===== config.mk =====
export PLATFORM = sky130hd
export DESIGN_NAME = mshr_cuckoo
export DESIGN_NICKNAME = d
export VERILOG_FILES = /design/src/rtl/mshr_cuckoo_pkg.sv /design/src/rtl/mct_way.sv /design/src/rtl/mct_stash.sv /design/src/rtl/mshr_cuckoo.sv
export SDC_FILE = /design/constraint.sdc
export NUM_CORES = 1
export LEC_CHECK = 0
export ABC_AREA = 0
export BUFFER_PORTS_ARGS = -buffer_cell sky130_fd_sc_hd__buf_2
export CELL_PAD_IN_SITES_DETAIL_PLACEMENT = 2
export CELL_PAD_IN_SITES_GLOBAL_PLACEMENT = 2
export CORE_MARGIN = 2
export CORE_UTILIZATION = 48
export CTS_CLUSTER_SIZE = 25
export DETAILED_ROUTE_END_ITERATION = 8
export GPL_TIMING_DRIVEN = 0
export PLACE_DENSITY_LB_ADDON = 0.1
export SYNTH_ARGS = -nofsm -noshare
export SYNTH_HDL_FRONTEND = slang
export SYNTH_SLANG_ARGS = --single-unit

===== constraint.sdc =====
create_clock -name clk -period 17.94 [get_ports clk]
set_clock_uncertainty 0.1 [all_clocks]
set_input_delay 0.897 -clock clk [delete_from_list [all_inputs] [get_ports clk]]
set_output_delay 0.897 -clock clk [all_outputs]
set_load 0.02 [all_outputs]

===== src/rtl/mshr_cuckoo_pkg.sv =====
package mshr_cuckoo_pkg;
  parameter int unsigned LINE_W   = 12;
  parameter int unsigned IDX_W    = 3;
  parameter int unsigned PTR_W    = 6;
  parameter int unsigned N_TBL    = 3;
  parameter int unsigned STASH_N  = 4;
  parameter int unsigned MAX_KICK = 4;

  localparam int unsigned KICK_W  = $clog2(MAX_KICK + 1);
  localparam int unsigned TSEL_W  = (N_TBL > 1) ? $clog2(N_TBL) : 1;
  localparam int unsigned SIDX_W  = (STASH_N > 1) ? $clog2(STASH_N) : 1;
  localparam int unsigned CHUNKS  = (LINE_W + IDX_W - 1) / IDX_W;

  typedef struct packed {
    logic              vld;
    logic [LINE_W-1:0] line;
    logic [PTR_W-1:0]  ptr;
  } ent_t;

  // per-table salt taken from a fixed odd constant
  function automatic logic [LINE_W-1:0] tbl_salt(input int unsigned t);
    logic [63:0] k;
    k = 64'h9E37_79B9_7F4A_7C15 >> (t * 11);
    return k[LINE_W-1:0];
  endfunction

  // XOR-fold of salted line address into IDX_W bits
  function automatic logic [IDX_W-1:0] tbl_hash(input logic [LINE_W-1:0] line,
                                                input int unsigned t);
    logic [LINE_W-1:0] x;
    logic [IDX_W-1:0]  h;
    x = line ^ tbl_salt(t);
    h = '0;
    for (int c = 0; c < CHUNKS; c++) h ^= IDX_W'(x >> (c * IDX_W));
    return h;
  endfunction
endpackage


===== src/rtl/mct_way.sv =====
module mct_way
  import mshr_cuckoo_pkg::*;
#(
  parameter int unsigned TBL_ID = 0
) (
  input  logic              clk,
  input  logic              rst_n,
  input  logic [LINE_W-1:0] probe_line,
  output ent_t              slot,
  input  logic              wr_en,
  input  ent_t              wr_ent
);
  localparam int unsigned DEPTH = 1 << IDX_W;

  ent_t             mem_q [DEPTH];
  logic [IDX_W-1:0] idx;

  assign idx  = tbl_hash(probe_line, TBL_ID);
  assign slot = mem_q[idx];

  always_ff @(posedge clk) begin
    if (!rst_n) begin
      for (int i = 0; i < DEPTH; i++) mem_q[i] <= '0;
    end else if (wr_en) begin
      mem_q[idx] <= wr_ent;
    end
  end
endmodule


===== src/rtl/mct_stash.sv =====
module mct_stash
  import mshr_cuckoo_pkg::*;
(
  input  logic              clk,
  input  logic              rst_n,
  input  logic [LINE_W-1:0] probe_line,
  output logic              hit,
  output logic [PTR_W-1:0]  hit_ptr,
  input  logic              clr_en,
  input  logic              push_en,
  input  ent_t              push_ent,
  input  logic              pop_en,
  input  logic              repl_en,
  input  ent_t              repl_ent,
  output logic              head_vld,
  output ent_t              head_ent,
  output logic [KICK_W-1:0] head_kicks,
  output logic              full
);
  ent_t              slot_q [STASH_N];
  logic [KICK_W-1:0] kick_q [STASH_N];
  logic [SIDX_W-1:0] hit_sel, head_sel, free_sel;
  logic              any_free;

  always_comb begin
    hit = 1'b0; hit_sel = '0; hit_ptr = '0;
    head_vld = 1'b0; head_sel = '0;
    any_free = 1'b0; free_sel = '0;
    for (int i = 0; i < STASH_N; i++) begin
      if (slot_q[i].vld && slot_q[i].line == probe_line) begin
        hit = 1'b1; hit_sel = SIDX_W'(i); hit_ptr = slot_q[i].ptr;
      end
      if (slot_q[i].vld && !head_vld) begin
        head_vld = 1'b1; head_sel = SIDX_W'(i);
      end
      if (!slot_q[i].vld && !any_free) begin
        any_free = 1'b1; free_sel = SIDX_W'(i);
      end
    end
  end

  assign full       = !any_free;
  assign head_ent   = slot_q[head_sel];
  assign head_kicks = kick_q[head_sel];

  always_ff @(posedge clk) begin
    if (!rst_n) begin
      for (int i = 0; i < STASH_N; i++) begin
        slot_q[i] <= '0;
        kick_q[i] <= '0;
      end
    end else if (clr_en) begin
      slot_q[hit_sel] <= '0;
    end else if (push_en && any_free) begin
      slot_q[free_sel] <= push_ent;
      kick_q[free_sel] <= '0;
    end else if (pop_en) begin
      slot_q[head_sel] <= '0;
    end else if (repl_en) begin
      slot_q[head_sel] <= repl_ent;
      kick_q[head_sel] <= head_kicks + KICK_W'(1);
    end
  end
endmodule


===== src/rtl/mshr_cuckoo.sv =====
module mshr_cuckoo
  import mshr_cuckoo_pkg::*;
(
  input  logic              clk,
  input  logic              rst_n,
  input  logic              req_valid,
  input  logic [LINE_W-1:0] req_line,
  input  logic [PTR_W-1:0]  req_new_ptr,
  output logic              req_ready,
  output logic              req_hit,
  output logic [PTR_W-1:0]  req_ptr,
  output logic              mem_req_valid,
  output logic [LINE_W-1:0] mem_req_line,
  input  logic              rsp_valid,
  input  logic [LINE_W-1:0] rsp_line,
  output logic              rsp_found,
  output logic [PTR_W-1:0]  rsp_ptr,
  output logic              stash_full
);
  // named internal events, watched by the checker
  logic              probe_rsp, probe_req, probe_drn;
  logic [LINE_W-1:0] probe_line;
  logic [N_TBL-1:0]  tbl_match;
  logic [N_TBL:0]    match_vec;
  logic              any_hit;
  logic [PTR_W-1:0]  hit_ptr;

  ent_t              slot_w [N_TBL];
  logic [N_TBL-1:0]  wr_en;
  ent_t              wr_ent;

  logic              st_hit, st_clr, st_push, st_pop, st_repl;
  logic [PTR_W-1:0]  st_hit_ptr;
  ent_t              push_ent, repl_ent, head_ent;
  logic              head_vld;
  logic [KICK_W-1:0] head_kicks;

  logic              free_any;
  logic [TSEL_W-1:0] free_sel, victim;

  // one probe per cycle: response first, then request, then stash drain
  assign probe_rsp  = rsp_valid;
  assign probe_req  = !rsp_valid && req_valid && !stash_full;
  assign probe_drn  = !rsp_valid && !probe_req && head_vld;
  assign probe_line = probe_rsp ? rsp_line : (probe_req ? req_line : head_ent.line);

  for (genvar t = 0; t < N_TBL; t++) begin : g_way
    mct_way #(.TBL_ID(t)) u_way (
      .clk        (clk),
      .rst_n      (rst_n),
      .probe_line (probe_line),
      .slot       (slot_w[t]),
      .wr_en      (wr_en[t]),
      .wr_ent     (wr_ent)
    );
  end

  mct_stash u_stash (
    .clk        (clk),
    .rst_n      (rst_n),
    .probe_line (probe_line),
    .hit        (st_hit),
    .hit_ptr    (st_hit_ptr),
    .clr_en     (st_clr),
    .push_en    (st_push),
    .push_ent   (push_ent),
    .pop_en     (st_pop),
    .repl_en    (st_repl),
    .repl_ent   (repl_ent),
    .head_vld   (head_vld),
    .head_ent   (head_ent),
    .head_kicks (head_kicks),
    .full       (stash_full)
  );

  always_comb begin
    tbl_match = '0;
    free_any  = 1'b0;
    free_sel  = '0;
    hit_ptr   = st_hit_ptr;
    for (int t = 0; t < N_TBL; t++) begin
      tbl_match[t] = slot_w[t].vld && (slot_w[t].line == probe_line);
      if (tbl_match[t]) hit_ptr = slot_w[t].ptr;
      if (!slot_w[t].vld && !free_any) begin
        free_any = 1'b1;
        free_sel = TSEL_W'(t);
      end
    end
  end

  assign match_vec = {st_hit, tbl_match};
  assign any_hit   = |match_vec;
  assign victim    = TSEL_W'(head_kicks % KICK_W'(N_TBL));

  always_comb begin
    wr_en    = '0;
    wr_ent   = '0;
    st_clr   = 1'b0;
    st_push  = 1'b0;
    push_ent = slot_w[0];
    st_pop   = 1'b0;
    st_repl  = 1'b0;
    repl_ent = '0;
    if (probe_rsp) begin
      wr_en  = tbl_match;
      st_clr = st_hit;
    end else if (probe_req && !any_hit) begin
      wr_ent = '{vld: 1'b1, line: req_line, ptr: req_new_ptr};
      if (free_any) begin
        wr_en[free_sel] = 1'b1;
      end else begin
        wr_en[0] = 1'b1;
        st_push  = 1'b1;
      end
    end else if (probe_drn) begin
      wr_ent = head_ent;
      if (free_any) begin
        wr_en[free_sel] = 1'b1;
        st_pop          = 1'b1;
      end else if (head_kicks < KICK_W'(MAX_KICK)) begin
        wr_en[victim] = 1'b1;
        st_repl       = 1'b1;
        repl_ent      = slot_w[victim];
      end
    end
  end

  assign req_ready     = !rsp_valid && !stash_full;
  assign req_hit       = probe_req && any_hit;
  assign req_ptr       = any_hit ? hit_ptr : req_new_ptr;
  assign mem_req_valid = probe_req && !any_hit;
  assign mem_req_line  = req_line;
  assign rsp_found     = probe_rsp && any_hit;
  assign rsp_ptr       = hit_ptr;
endmodule


==> Word level (Yosys, flattened, before mapping) <==
Memories as Yosys holds them, arrays and structs flattened.
Index checks and enable logic that the tools add are counted.
{ "op_classes": {"add_sub_neg": 1, "div": 1, "magnitude_cmp": 6, "n_eq_ne": 7, "mux": 124, "bitwise": 14, "n_reduce_logical": 50} }
{ "ops": {"columns": ["op", "n"], "rows": [
  ["19-bit 2-to-1 mux", 17],
  ["19-bit OR reduction", 6],
  ["12-bit == test", 7],
  ["1-bit 2-to-1 mux", 71],
  ["6-bit 2-to-1 mux", 8],
  ["19-bit binary-select mux with 2-bit select", 1],
  ["3-bit 2-to-1 mux", 10],
  ["3-bit bitwise XOR", 9],
  ["1-bit logical AND", 26],
  ["2-bit 2-to-1 mux", 13],
  ["12-bit 2-to-1 mux", 2],
  ["1-bit logical NOT", 15],
  ["9-bit inverter", 1],
  ["7-bit inverter", 1],
  ["2-bit by 3-bit < comparator with 1-bit output (second input constant)", 2],
  ["3-bit OR reduction", 2],
  ["5-bit inverter", 1],
  ["1-bit demux with 2-bit select", 2],
  ["2-bit by 1-bit >= comparator with 1-bit output (second input constant)", 2],
  ["4-bit OR reduction", 1],
  ["3-bit by 1-bit adder with 3-bit output (second input constant)", 1],
  ["3-bit >= comparator (second input constant)", 1],
  ["3-bit < comparator (second input constant)", 1],
  ["3-bit by 2-bit modulo with 3-bit output (second input constant)", 1],
  ["2 further kinds", 2]
]} }
{ "totals": {"reg_bits": 0, "ram_bits": 544, "inputBits": 34, "output_inout_bits": 29, "word_cells": 208, "memories": 5} }
{ "memory_table": {"columns": ["memory", "depth", "word_bits", "read_ports", "rd_clocked_by_memory_dff", "wr", "line", "source"], "rows": [
  ["g_way[0].u_way.mem_q", 8, 19, 1, 0, 8, "mct_way.sv:15", "ent_t mem_q [DEPTH];"],
  ["g_way[1].u_way.mem_q", 8, 19, 1, 0, 8, "mct_way.sv:15", null],
  ["g_way[2].u_way.mem_q", 8, 19, 1, 0, 8, "mct_way.sv:15", null],
  ["u_stash.slot_q", 4, 19, 5, 0, 4, "mct_stash.sv:20", "ent_t slot_q [STASH_N];"],
  ["u_stash.kick_q", 4, 3, 1, 0, 4, "mct_stash.sv:21", "logic [KICK_W-1:0] kick_q [STASH_N];"]
]} }

==> Logic depth before layout (Yosys ltp) <==
An unclocked memory read counts as a cell.
{ "logic_depth": {"ltp_word": 38, "depth_mapped": 26, "ltp_nobuf": 17} }

==> Hierarchy <==
Synthesis repeated with hierarchy kept, for this count alone.
{ "hier_totals": {"hier_cells": 2046, "area_unflattened_um2": 28091.9} }
{ "by_module_without_submodules": {"columns": ["module", "n_inst", "cells_per_inst", "area_per_inst_um2", "seq_area_each_um2"], "rows": [
  ["mct_way at g_way[1].u_way", 1, 414, 7008.0, 4564.4],
  ["mct_way at g_way[0].u_way", 1, 413, 6993.0, 4564.4],
  ["mct_way at g_way[2].u_way", 1, 452, 6988.0, 4564.4],
  ["mct_stash", 1, 419, 4882.2, 2642.5],
  ["mshr_cuckoo", 1, 348, 2220.9, 0.0]
]} }

==> Least setup slack after synthesis <==
Ideal clock, no wire load.
{ "synth_timing": {"path_type": "in2reg", "startpoint": "input port rsp_valid", "endpoint": "memory g_way[1].u_way.mem_q[1][0] (netlist name), enable pin", "setup_ns": 0.425, "t_arrival_ns": 6.480, "required_time_ns": 17.415, "setup_slack_ns": 10.935, "stages": 21, "n_path_buf": 5, "cell_sequence": "buf_2 a41oi_2 and2_1 nor2_2 a21o_1 buf_4 xnor2_4 xnor2_4 buf_6 buf_6 mux4_2 mux2i_1 xor2_1 a21oi_1 nand4_1 nor4_4 nand2_1 and2_0 buf_2 o31a_1 o31ai_1"} }
{ "synth_lines": {"columns": ["element", "line", "source"], "rows": [
  ["start, declared", "mshr_cuckoo.sv:14", "input logic rsp_valid,"],
  ["end, declared", "mct_way.sv:15", null]
]} }

==> results.md <==
* Number of flops mapped to enable cells by yosys at 544
* Dpl ws at 8.50 ns
* Fin cells at 3124
* Synth area leaders: edfxtp_1 61%, nor2_1 7.7%, mux4_2 4.5%
* Clock share of power at 29.6%
* Flop pwr share at 36.6%
* Post-synthesis adder-cell area fraction at 0.139%
* Top cell type's share of synthesized area at 60.7%
* Yosys reg bits at 544
* Syn Nets at 2238
* Static leakage at 10.8 nW
* Core area at 55300 um2
* RR Startpoint: u_stash.slot_q[2][18]
* Synth Area in XOR/XNOR at 3.37%
* CTS root buf: clkbuf_16
* Ys async rst share at 0%
* Met2 usage at 68.7%
* Most used DFF post-synth: edfxtp_1
* H-tree levels at 2
* Row count at 86
* Count leader, synth: nor2_1
* Post-DP HPWL at 79900 um
* Period utilization at 51.5%
* CTS tree: built
* Part of the power in combinational logic at 33.9%
* Placed insts at 3018
* WP buf/inv at 5
* Worst Tran Pin Value at 1.40 ns
* Peak supply drop at 105 uV
* Seq/Total Area, Yosys at 60.7%
* PnR worst setup slack at 8.70 ns
* Mapped Cells at 2201
* Most Crowded Layer GR: met2
* Max-slew violations at 0
* Total gr overflow at 0
* Total Routed Length at 117000 um
* Nets at 2367
* Buffers on Ports at 60
* Synth area leader: edfxtp_1
* Status: complete, no violations
* HP Class: primary input to flop
* Fin. Hold Viols at 0
* Via count at 20900
* CP Cell Sequence: buf_4 > a41oi_2 > nand2_1 > buf_4 > nand2_1 > o21bai_1 > buf_2 > xor2_2 > xnor2_2 > buf_2 > mux4_2 > mux2i_1 > xor2_1 > a21oi_1 > nand4_1 > nor4_4 > nor4_2 > a31oi_1 > or3_1 > buf_2 > nand2_1
* Top cells by count, synth: 554 x nor2_1, 544 x edfxtp_1, 145 x nand2_1
* Setup_tns at 0 ns
* Fin util at 54.7%
* Critical path launch point type: flop
* Hold_buf cts at 0
* CTS Buffer Depth at 3
* Syn Area/Cell at 12.2 um2
* Power per cell area at 137 nW/um2
* Yosys warns at 0
* Remaining antenna violation count after routing at 0
* Hold slack at 0.602 ns
* First-pass GRT wire length at 166000 um
* Layout cell share with drive strength beyond 1 at 18.4%
* Critical path arrival at 9.22 ns
* Critical Path Start: u_stash.slot_q[2][18]
* GR Util All Layers at 41.0%
* F_max at 108 MHz
* M3 GR Usage at 9.50%
* Die extent in x at 241 um
* Largest net degree at the start of global routing at 20
* Worst path max stage delay at 1.10 ns
* Resize count post-CTS at 0
* Final Critical Period at 9.24 ns
* Final Wtd Congestion at 0.930
* DR iter-0 viols at 2620
* CP Max Fanout at 19
* Die H at 241 um
* RSZ-0062 raised after global routing: false
* Power, Total at 4.15 mW
* Area post-placement at 28400 um2
* Design area at 30300 um2
* Critical path capture point type: flop
* GR Layer Usage met1 at 49.2%
* Yosys cell types at 81
* Switching pwr at 1.60 mW
* Synthesized area at 26900 um2
* Pint at 2.55 mW
* CTS sink cnt at 544
* Drc violations at 0
* Routed len/inst at 37.5 um
* Max Cap Viol at 0
* Finish-stage setup viols at 0
* Mux contribution to synthesized area at 7.76%
* Hold Startpoint: req_new_ptr[4]
* Critical path type: flop to flop
* Number of antenna violations at the first check in global routing at 2
* CP delay by family, top: simple AND/OR/NAND/NOR gates
* Crit-path slowest cell: xnor2_2
* Vias in the first global route at 22700
* Clock transition at the registers of the reported paths at 0.07 ns
* Slew headroom at 6.43%
* Largest family of logic cells by synthesized area: simple AND/OR/NAND/NOR gates
* Die area at 58000 um2
* Simple-gate share of the synthesized area at 14.3%
* I/O Pins at 63
* Area growth from synthesis to final layout at 12.4%
* Setup Buffers After CTS at 0
* TritonRoute pass-1 iters at 6
* Compound-Gate Fraction of Synth Area at 9.46%
* Latest clock arrival within the worst-skew pair at 0.65 ns
* Initial core utilization at 48.7%
* Sw Ratio at 38.6%
* CTS buffer count at 58
* DR vias/cell at 6.68
* Filler instances at 5287
* WP data required at 17.91 ns
-- layout by cell type, fill, tap and decap left out, types with 11 or more instances in the layout --
cell       synthesis  routed
and2_1            33      33
nand2_1          145     145
mux4_2            54      54
nor3_1            18      18
nor4_1            12      12
a22o_1            23      23
clkinv_1           1      16
clkinv_2           0      15
xor2_1            23      23
a22oi_2           14      14
nand3_1           26      26
clkbuf_16          0      59
a31oi_1           17      17
a22oi_1           74      74
a221oi_1          13      13
o21ai_0           15      11
edfxtp_1         544     544
inv_1             38      38
clkbuf_1          46      50
a21oi_1           33      33
o22ai_1           32      31
a21o_1            18      18
mux2i_1           76      76
buf_4             39      39
buf_2             82     142
and4_1            15      15
nor2_1           554     554
xnor2_1           57      57
or3_1             13      13
or2_2             19      19
-- final timing paths --
| path | cells after the start | endpoint | slack [ns] |
|---|---|---|---|
| worst max-delay path | 21 | g_way[2].u_way.mem_q[2][1] | 8.70 |
| worst min-delay path | 3 | g_way[0].u_way.mem_q[7][4] | 0.60 |
| worst max register to register | 21 | g_way[2].u_way.mem_q[2][1] | 8.70 |
| worst min register to register | 2 | u_stash.kick_q[2][0] | 0.83 |
-- tightest hold or removal path, cell delays in order --
cell	delay, ns
buf_2	0.13
a21boi_4	0.11
nor2_1	0.09
-- state kept, by name (all words and copies together) (netlist names) --
| register | flops |
|---|---|
| u_stash.kick_q | 12 |
| g_way.u_way.mem_q | 456 |
| u_stash.slot_q | 76 |
-- cell families (layout without fill, tap and decap cells) --
group | Yosys count | count (layout)
adder cells (fa/ha/maj) | 3 | 3
AND/OR/NAND/NOR | 883 | 883
flip-flops | 544 | 544
XOR/XNOR | 90 | 90
multiplexers | 139 | 139
AO/OA/AOI/OAI | 322 | 322
buffers and inverters | 220 | 392
other | 0 | 3
-- power by group through the flow --
stage	registers (mW)	clock network [mW]	logic, mW
final	1.52	1.23	1.41
after global routing	1.52	1.26	1.43
after CTS	1.52	1.22	1.35
after detailed placement	1.54	0	1.31
after global placement	1.53	0	1.24
after floorplan	1.52	0	0.759
-- layer usage --
layer  wire (um)  vias to the layer above
met3       11400                      450
met1       42100                    10700
li1            -                     8299
met5          13                        -
met2       56900                     1428
met4        6790                        2
-- cell type report --
| cell class | instances | area [um2] | share of cell area [%] |
|---|---|---|---|
| antenna | 3 | 7.51 | 0.0248 |
| buffer | 181 | 1010 | 3.35 |
| clock buffer | 63 | 1490 | 4.93 |
| clock inverter | 40 | 320 | 1.06 |
| inverter | 39 | 146 | 0.484 |
| multi-input combinational | 1437 | 9500 | 31.4 |
| sequential | 544 | 16300 | 54.0 |
| tap | 748 | 936 | 3.09 |
| timing repair buffer | 69 | 510 | 1.69 |
(Power assumes the default switching activity.)
